--- config.mk ---
export PLATFORM = sky130hd
export DESIGN_NAME = frac_baud_gen
export DESIGN_NICKNAME = d
export VERILOG_FILES = /design/src/rtl/fbg_pkg.sv /design/src/rtl/fbg_prescaler.sv /design/src/rtl/fbg_divider.sv /design/src/rtl/fbg_bit_counter.sv /design/src/rtl/frac_baud_gen.sv
export SDC_FILE = /design/constraint.sdc
export NUM_CORES = 1
export LEC_CHECK = 0
export BUFFER_PORTS_ARGS = -buffer_cell sky130_fd_sc_hd__buf_2
export CAP_MARGIN = 20
export CORE_MARGIN = 4
export CORE_UTILIZATION = 25
export CTS_CLUSTER_DIAMETER = 120
export CTS_CLUSTER_SIZE = 20
export DETAILED_ROUTE_END_ITERATION = 8
export PLACE_DENSITY = 0.47
export SLEW_MARGIN = 10
export SYNTH_ARGS = -nofsm -noshare
export SYNTH_HDL_FRONTEND = slang
export SYNTH_SLANG_ARGS = --single-unit
--- constraint.sdc ---
create_clock -name clk -period 3.9 [get_ports clk]
set_clock_uncertainty 0.05 [all_clocks]
set_input_delay 0.585 -clock clk [delete_from_list [all_inputs] [get_ports clk]]
set_output_delay 0.585 -clock clk [all_outputs]
set_load 0.05 [all_outputs]
--- src/rtl/fbg_pkg.sv ---
// Shared types for the fractional baud rate generator.
// Assumes the oversampling select is two bits wide.
package fbg_pkg;

    typedef enum logic [1:0] {
        OSR_X16  = 2'b00,
        OSR_X8   = 2'b01,
        OSR_X4   = 2'b10,
        OSR_X4_B = 2'b11
    } osr_mode_t;

    localparam int OSR_CNT_W = 4;

    // Number of sampling strobes that make up one bit for a given mode.
    function automatic logic [OSR_CNT_W:0] osr_count(input osr_mode_t m);
        case (m)
            OSR_X16: osr_count = 5'd16;
            OSR_X8:  osr_count = 5'd8;
            default: osr_count = 5'd4;
        endcase
    endfunction

endpackage

--- src/rtl/fbg_prescaler.sv ---
// Prescaler: raises step_o once every PRE_DIV reference cycles when
// div_sel is 1, and on every cycle when div_sel is 0.
// The phase counter runs freely, so changing div_sel never stalls it.
module fbg_prescaler #(
    parameter int PRE_DIV = 4
) (
    input  logic clk,
    input  logic rst_n,
    input  logic div_sel,
    output logic step_o
);
    localparam int PH_W = (PRE_DIV > 1) ? $clog2(PRE_DIV) : 1;
    localparam logic [PH_W-1:0] PH_LAST = PH_W'(PRE_DIV - 1);

    logic [PH_W-1:0] phase_q;

    // Free-running phase counter that wraps at PRE_DIV.
    always_ff @(posedge clk) begin
        if (!rst_n)
            phase_q <= '0;
        else if (phase_q == PH_LAST)
            phase_q <= '0;
        else
            phase_q <= phase_q + 1'b1;
    end

    // Pass every cycle through, or only the last phase of each group.
    always_comb begin
        step_o = div_sel ? (phase_q == PH_LAST) : 1'b1;
    end
endmodule

--- src/rtl/fbg_divider.sv ---
// Fractional divider. It counts step_en events and raises tick_o once per
// period. The period is max(int_div,1) steps, plus one step whenever the
// fraction accumulator carries. New divisor inputs are taken only at a
// period boundary. When they differ from the active values, the
// accumulator restarts from zero.
// Assumes int_div and frac_div are held steady by the host between writes.
module fbg_divider #(
    parameter int INT_W  = 16,
    parameter int FRAC_W = 4
) (
    input  logic              clk,
    input  logic              rst_n,
    input  logic              step_en,
    input  logic [INT_W-1:0]  int_div,
    input  logic [FRAC_W-1:0] frac_div,
    output logic              tick_o
);
    localparam logic [INT_W-1:0] ONE = INT_W'(1);

    logic [INT_W-1:0]  cnt_q;
    logic [INT_W-1:0]  act_int_q;
    logic [FRAC_W-1:0] act_frac_q;
    logic [FRAC_W-1:0] acc_q;
    logic              tick_q;

    logic [INT_W-1:0]  eff_int;
    logic              cfg_changed;
    logic [FRAC_W-1:0] acc_base;
    logic [FRAC_W:0]   acc_sum;
    logic [INT_W-1:0]  reload;
    logic              at_edge;

    // Next-period length from the live inputs and the accumulator.
    always_comb begin
        eff_int     = (int_div == '0) ? ONE : int_div;
        cfg_changed = (int_div != act_int_q) || (frac_div != act_frac_q);
        acc_base    = cfg_changed ? '0 : acc_q;
        acc_sum     = {1'b0, acc_base} + {1'b0, frac_div};
        reload      = eff_int - ONE + {{(INT_W-1){1'b0}}, acc_sum[FRAC_W]};
        at_edge     = step_en && (cnt_q == '0);
    end

    // Down-counter with boundary reload of the divisor and accumulator.
    always_ff @(posedge clk) begin
        if (!rst_n) begin
            cnt_q      <= '0;
            act_int_q  <= ONE;
            act_frac_q <= '0;
            acc_q      <= '0;
        end else if (at_edge) begin
            cnt_q      <= reload;
            act_int_q  <= int_div;
            act_frac_q <= frac_div;
            acc_q      <= acc_sum[FRAC_W-1:0];
        end else if (step_en) begin
            cnt_q      <= cnt_q - ONE;
        end
    end

    // Registered one-cycle strobe at each period boundary.
    always_ff @(posedge clk) begin
        if (!rst_n)
            tick_q <= 1'b0;
        else
            tick_q <= at_edge;
    end

    assign tick_o = tick_q;
endmodule

--- src/rtl/fbg_bit_counter.sv ---
// Bit-rate stage: counts sampling strobes and raises bit_o in the cycle
// after the strobe that completes 16, 8 or 4 of them, as mode selects.
// A count already past a smaller new limit wraps on the next strobe.
module fbg_bit_counter
    import fbg_pkg::*;
(
    input  logic      clk,
    input  logic      rst_n,
    input  logic      samp_in,
    input  osr_mode_t mode,
    output logic      bit_o
);
    logic [OSR_CNT_W-1:0] cnt_q;
    logic [OSR_CNT_W-1:0] last_val;
    logic                 bit_q;
    logic [OSR_CNT_W:0]   lim;

    // Last count value for the selected oversampling ratio.
    always_comb begin
        lim      = osr_count(mode) - 5'd1;
        last_val = lim[OSR_CNT_W-1:0];
    end

    // Strobe counter with wrap on the final strobe of a bit.
    always_ff @(posedge clk) begin
        if (!rst_n) begin
            cnt_q <= '0;
            bit_q <= 1'b0;
        end else begin
            bit_q <= samp_in && (cnt_q >= last_val);
            if (samp_in)
                cnt_q <= (cnt_q >= last_val) ? '0 : cnt_q + 1'b1;
        end
    end

    assign bit_o = bit_q;
endmodule

--- src/rtl/frac_baud_gen.sv ---
// Top of the fractional baud rate generator: prescaler, then fractional
// divider, then bit-rate counter. The whole divisor is assembled from two
// BYTE_W-bit halves. Assumes one reference clock and a synchronous
// active-low reset.
module frac_baud_gen
    import fbg_pkg::*;
#(
    parameter int BYTE_W  = 8,
    parameter int FRAC_W  = 4,
    parameter int PRE_DIV = 4
) (
    input  logic              clk,
    input  logic              rst_n,
    input  logic [BYTE_W-1:0] div_lo,
    input  logic [BYTE_W-1:0] div_hi,
    input  logic [FRAC_W-1:0] div_frac,
    input  logic              pre_sel,
    input  logic [1:0]        osr_sel,
    output logic              samp_tick,
    output logic              bit_tick
);
    localparam int INT_W = 2 * BYTE_W;

    logic             step_en;
    logic [INT_W-1:0] int_div;
    osr_mode_t        mode;

    // Assemble the whole divisor and decode the oversampling mode.
    always_comb begin
        int_div = {div_hi, div_lo};
        mode    = osr_mode_t'(osr_sel);
    end

    fbg_prescaler #(.PRE_DIV(PRE_DIV)) u_pre (
        .clk     (clk),
        .rst_n   (rst_n),
        .div_sel (pre_sel),
        .step_o  (step_en)
    );

    fbg_divider #(.INT_W(INT_W), .FRAC_W(FRAC_W)) u_div (
        .clk      (clk),
        .rst_n    (rst_n),
        .step_en  (step_en),
        .int_div  (int_div),
        .frac_div (div_frac),
        .tick_o   (samp_tick)
    );

    fbg_bit_counter u_bit (
        .clk     (clk),
        .rst_n   (rst_n),
        .samp_in (samp_tick),
        .mode    (mode),
        .bit_o   (bit_tick)
    );
endmodule

==> impl_metrics.py, run 1 <==
metrics = {
    "layout": {
        "nets": 425,
        "design_area_mm2": 0.00341,
        "nFillCells": 1183,
        "fin_util_pct": 31.2,
        "drive_above_1_share_pct": 20.1,
        "syn2layout_area_growth_pct": 21.4,
        "final_common_cell": "nand2_1",
        "antennaDiodeCount": 0,
        "layout_common_cells": "nand2_1, dfxtp_1, a21oi_1",
    },
    "drt": {
        "drc": 0,
        "wl_met2_um": 3460,
        "drtPass1Iterations": 4,
        "via_count": 2473,
        "top_layer": "met4",
        "finalWirelength_um": 7220,
        "wl_per_cell_um": 13.7,
        "wl_met1_um": 3520,
        "detail_route.vias_per_cell": 4.68,
        "drt_iter0_drc": 122,
        "wl_met3_um": 194,
        "ant_nets": 0,
    },
    "clock_network": {
        "clk_transition_reported_paths_ns": 0.06,
        "cts_buffers": 5,
        "cts_tree": "built",
        "htreeDepth": 2,
        "cts.sinks": 48,
        "clockBufferDepth": 2,
        "root_buffer": "clkbuf_16",
        "hold_buffers": 0,
        "worst_skew_pair.late_latency_ns": 0.28,
        "cts_setup_buffers": 0,
    },
    "yosys": {
        "syn_area_per_cell_um2": 7.99,
        "synth_seq_cells": 48,
        "synth_top_family_by_area": "simple AND/OR/NAND/NOR gates",
        "synth.distinct_cells": 50,
        "yosys.area_share.xor_xnor_pct": 10.9,
        "syn_area_mm2": 0.00281,
        "yosysWarnings": 0,
        "yosys.area_share.adder_pct": 5.61,
        "yosys.area_share.simple_pct": 27.1,
        "netlist_instances": 352,
        "synth_compound_area_share_pct": 15.9,
        "syn-num-nets": 389,
        "synth_seq_area_share_pct": 34.2,
        "async_reset_ff_share_pct": 0,
        "synth_flop_cell": "dfxtp_1",
        "synth_mux_area_share_pct": 1.47,
        "synth_edf_count": 0,
    },
    "critical_path": {
        "path_depth": 16,
        "reg2reg_from": "u_div.act_int_q[5]",
        "endpoint": "u_div.cnt_q[8]",
        "startpoint": "div_lo[5]",
        "path_cells": "buf_2 -> xor2_1 -> nor4_2 -> nand3_1 -> nor3_4 -> and2_4 -> ha_4 -> a21o_1 -> a21oi_2 -> ha_2 -> ha_4 -> or4b_4 -> nor4_4 -> xnor2_1 -> a211o_1 -> a21oi_2",
        "critPathBufInv": 1,
        "cp-end-kind": "flop",
        "reg2reg_to": "u_div.cnt_q[8]",
        "startpoint_type": "primary input",
        "critical_path.max_stage_delay_ns": 0.52,
        "arrival_ns": 3.84,
        "path_max_fanout": 6,
        "crit_family": "simple AND/OR/NAND/NOR gates",
        "worstSetupPathType": "primary input to flop",
        "slowest_stage": "or4b_4",
        "crit_required_ns": 4.06,
        "reg2reg_depth": 15,
        "rrSetupSlack_ns": 0.29,
    },
    "floorplan": {
        "die_x_um": 114,
        "rows": 38,
        "io_pins": 27,
        "coreArea_mm2": 0.0109,
        "fp.dieH_um": 114,
        "die-area_mm2": 0.0130,
        "start_util_pct": 25.7,
    },
    "power_and_ir_drop": {
        "fin_total_pwr_uw": 1840,
        "max-vdd-ir-drop_mv": 0.298,
        "p_per_area_mw_per_mm2": 539,
        "power.leakage_uw": 0.00133,
    },
    "job": {
        "maxCapViolCount": 0,
    },
    "timing": {
        "setup_viol": 0,
        "rsz0062_at_grt": "false",
        "whs_ns": 0.379,
        "tns_ns": 0,
        "post-route-min-period_ns": 3.68,
        "worst_pin_slew_ns": 0.777,
        "slew_headroom_pct": 48.1,
        "final-hold-violation-count": 0,
        "slew_viol_final": 0,
        "period_share_pct": 94.4,
        "max_freq_mhz": 272,
    },
    "global_route": {
        "grt_use_total_pct": 11.6,
        "grt_pass1_wl_um": 12100,
        "grt_pass1_vias": 2426,
        "antenna_found_initial": 0,
        "gr-total-overflow": 0,
        "grt_max_degree": 28,
    },
    "placed_design": {
        "io_buffers": 26,
        "placed_area_mm2": 0.00319,
        "dp_hpwl_um": 5480,
        "gp_congestion": 0.813,
    },
    "status": {
        "outcome": "complete, no violations",
    },
    "min_path": {
        "min_path_type": "flop to flop",
        "min_from": "u_pre.phase_q[0]",
    },
}
[metrics by stage]
stage,setup slack [ns],instances
floorplan,0.0780,352
CTS,0.162,528
detailed placement,-0.134,521
global placement,-0.104,521
finish,0.220,528
global route,0.00512,528
[synthesized netlist by cell type, types with 2 or more instances]
cell type	count	area [um^2]
xnor2_1	14	123
or2_2	2	12.5
nand4b_1	2	17.5
nand2b_1	2	12.5
nand2_1	70	263
buf_2	7	35.0
buf_6	2	22.5
nor4_1	6	37.5
nor3_1	9	45.0
nor4_4	2	42.5
nand3_1	11	55.1
or3_1	6	37.5
a31oi_1	4	25.0
xor2_1	21	184
a21o_1	3	22.5
a22oi_1	2	15.0
nor2_1	19	71.3
nor3b_1	2	15.0
inv_1	9	33.8
mux2i_1	3	30.0
nor2b_1	2	12.5
a21oi_1	38	190
and2_1	4	25.0
nand4_1	4	25.0
ha_1	11	138
dfxtp_1	48	961
o31ai_1	3	22.5
o211ai_1	2	15.0
o21ai_0	10	50.1
or4_1	5	37.5
clkbuf_1	10	37.5
[state kept, by name, summed over array words and instances, names as in the netlist]
signal	count
u_bit.bit_o	1
u_bit.cnt_q	4
u_div.cnt_q	16
u_pre.phase_q	2
u_div.act_frac_q	4
u_div.act_int_q	16
u_div.acc_q	4
u_div.tick_o	1
[cells by family after synthesis]
logic type | Yosys count
muxes | 4
xor gates and xnor gates | 35
DFF | 48
adders and majority gates | 12
buffers and inverters | 29
AOI/OAI and AO/OA | 74
and+or+nand+nor | 150
[timing repair]
item / CTS / global route
endpoints found under the setup margin: 0 / 4
resized for setup: 0 / 15
hold endpoints to repair: 0 / 0
[worst min path at each step]
stage,end,slack [ns],cells past startpoint
after floorplan,u_pre.phase_q[0],0.36,1
after global placement,u_pre.phase_q[0],0.37,1
after detailed placement,u_pre.phase_q[0],0.38,1
after CTS,u_pre.phase_q[0],0.39,1
after global routing,u_pre.phase_q[0],0.40,1
final,u_pre.phase_q[0],0.38,1
[where the power goes]
part	total [uW]	switching (uW)	internal, uW
Sequential	713	103	610
Combinational	716	434	282
Clock	412	179	233
[metal layers]
metal / global-route usage (%) / vias to the layer above
met5: 0 / -
met4: 2.61 / 0
met2: 19.4 / 27
li1: - / 1293
met3: 2.28 / 4
met1: 15.4 / 1149
[layout make-up]
| cell class | instances | area [um^2] | share of cell area, % |
|---|---|---|---|
| clock buffer | 6 | 129 | 3.78 |
| tap | 140 | 175 | 5.13 |
| timing repair buffer | 49 | 309 | 9.05 |
| clock inverter | 1 | 5.00 | 0.147 |
| sequential | 48 | 961 | 28.2 |
| multi-input combinational | 275 | 1800 | 52.7 |
| inverter | 9 | 33.8 | 0.990 |
(Power assumes the default switching activity.)
==> run 2: changes to the inputs <==
--- a/config.mk
+++ b/config.mk
@@ -7,6 +7,7 @@
 export LEC_CHECK = 0
 export BUFFER_PORTS_ARGS = -buffer_cell sky130_fd_sc_hd__buf_2
 export CAP_MARGIN = 20
+export CORE_ASPECT_RATIO = 1.1
 export CORE_MARGIN = 4
 export CORE_UTILIZATION = 25
 export CTS_CLUSTER_DIAMETER = 120
==> impl_metrics.py, run 2 (same netlist as run 1, synthesis figures left out) <==
metrics = {
    "placed_design": {
        "dp_cells": 533,
        "placed_area_mm2": 0.00324,
        "dp_hpwl_um": 5500,
        "gp_congestion": 0.787,
        "dp_slack_ns": -0.153,
        "io_buffers": 26,
    },
    "layout": {
        "design_area_mm2": 0.00347,
        "reg_top3": "u_div.act_int_q: 16 flops, u_div.cnt_q: 16 flops",
        "nFillCells": 1170,
        "syn2layout_area_growth_pct": 23.4,
        "stdcell_count": 542,
        "antennaDiodeCount": 0,
        "fin_util_pct": 31.6,
        "drive_above_1_share_pct": 22.0,
        "nets": 431,
        "final_common_cell": "nand2_1",
        "layout_common_cells": "nand2_1, dfxtp_1, a21oi_1",
    },
    "drt": {
        "detail_route.vias_per_cell": 4.67,
        "ant_nets": 0,
        "finalWirelength_um": 7220,
        "wl_per_cell_um": 13.3,
        "drt_iter0_drc": 96,
        "drtPass1Iterations": 5,
        "drc": 0,
        "via_count": 2531,
    },
    "global_route": {
        "grt_max_degree": 28,
        "antenna_found_initial": 0,
        "gr-total-overflow": 0,
        "grt_pass1_vias": 2456,
        "grt_pass1_wl_um": 12000,
        "grt_use_total_pct": 11.5,
    },
    "critical_path": {
        "path_common_cell": "a21oi_2",
        "path_cells": "buf_2 -> xor2_1 -> nor4_2 -> buf_4 -> nand3_2 -> nor3_4 -> and2_4 -> ha_1 -> a21o_1 -> a21oi_2 -> ha_2 -> ha_4 -> or4b_4 -> nor4_4 -> xnor2_1 -> a211o_1 -> a21oi_2",
        "slowest_stage": "or4b_4",
        "worstSetupPathType": "primary input to flop",
        "crit_required_ns": 4.07,
        "startpoint_type": "primary input",
        "path_max_fanout": 6,
        "cp-end-kind": "flop",
        "critical_path.max_stage_delay_ns": 0.52,
        "arrival_ns": 3.86,
    },
    "clock_network": {
        "worst_skew_pair.late_latency_ns": 0.28,
        "clockBufferDepth": 2,
        "htreeDepth": 2,
        "cts_tree": "built",
        "cts_buffers": 5,
        "root_buffer": "clkbuf_16",
        "hold_buffers": 0,
        "cts.sinks": 48,
        "clk_transition_reported_paths_ns": 0.07,
    },
    "power_and_ir_drop": {
        "max-vdd-ir-drop_mv": 0.160,
        "seqPwrFrac_pct": 37.9,
        "combPwrFrac_pct": 38.5,
        "switching_power_uw": 725,
        "power.leakage_uw": 0.00137,
        "switching_share_pct": 38.7,
        "p_per_area_mw_per_mm2": 540,
        "power.share.clock_pct": 23.5,
        "p_int_uw": 1150,
    },
    "timing": {
        "worst_slack_ns": 0.205,
        "rsz0062_at_grt": "false",
        "post-route-min-period_ns": 3.70,
        "setup_viol": 0,
        "slew_viol_final": 0,
        "slew_headroom_pct": 54.2,
        "period_share_pct": 94.8,
        "worst_pin_slew_ns": 0.685,
        "final-hold-violation-count": 0,
        "tns_ns": 0,
        "max_freq_mhz": 271,
    },
    "min_path": {
        "min_path_type": "flop to flop",
    },
    "floorplan": {
        "die-area_mm2": 0.0130,
        "coreArea_mm2": 0.0110,
        "io_pins": 27,
        "fp.dieH_um": 119,
        "die_x_um": 109,
        "rows": 40,
        "start_util_pct": 25.7,
    },
    "status": {
        "outcome": "complete, no violations",
    },
    "job": {
        "maxCapViolCount": 0,
    },
}
[run 2: cell type report]
cell class	instances	area (um^2)	share of cell area, %
timing repair buffer	55	348	10.0
sequential	48	961	27.7
inverter	9	33.8	0.974
multi-input combinational	275	1790	51.7
clock buffer	6	139	4.00
tap	147	184	5.30
clock inverter	2	10.0	0.289
[run 2: path summary, 6_finish.rpt]
| path | from | endpoint | slack [ns] | depth (start not counted) |
|---|---|---|---|---|
| worst max register to register | u_div.act_int_q[14] | u_div.cnt_q[8] | 0.28 | 15 |
| worst min-delay path | u_pre.phase_q[0] | u_pre.phase_q[0] | 0.40 | 1 |
| worst min register to register | u_pre.phase_q[0] | u_pre.phase_q[0] | 0.40 | 1 |
| worst max-delay path | div_hi[0] | u_div.cnt_q[8] | 0.20 | 17 |
[run 2: repair_timing]
item	CTS	global route
endpoints found under the setup margin	0	7
resized for setup	0	14
setup buffers	0	1
[run 2: critical path: cells and delay by family]
kind                     cells  cell delay, ns
buffers and inverters        2            0.27
adder cells (fa/ha/maj)      3            0.57
XOR/XNOR                     2            0.25
AND/OR/NAND/NOR              6            1.43
AO/OA/AOI/OAI                4            0.76
[run 2: power groups by stage]
| stage | registers [uW] | clock network, uW | logic [uW] |
|---|---|---|---|
| after floorplan | 705 | 0 | 538 |
| after detailed placement | 718 | 0 | 719 |
| after global placement | 717 | 0 | 715 |
| after global routing | 731 | 470 | 819 |
| after CTS | 708 | 456 | 721 |
| final | 709 | 441 | 721 |
[run 2: metal layers]
metal  share of wire, %  GRT usage, %
met3                2.0          1.63
met4               0.76          2.68
met5                  0             0
met1                 47          14.7
met2                 51          20.3
[run 2: stage by stage]
stage          hold slack, ns  power, uW
6_report                0.397       1870
5_1_grt                 0.414       2020
2_1_floorplan           0.358       1240
4_1_cts                 0.398       1890
3_5_place_dp            0.385       1440
3_3_place_gp            0.367       1430
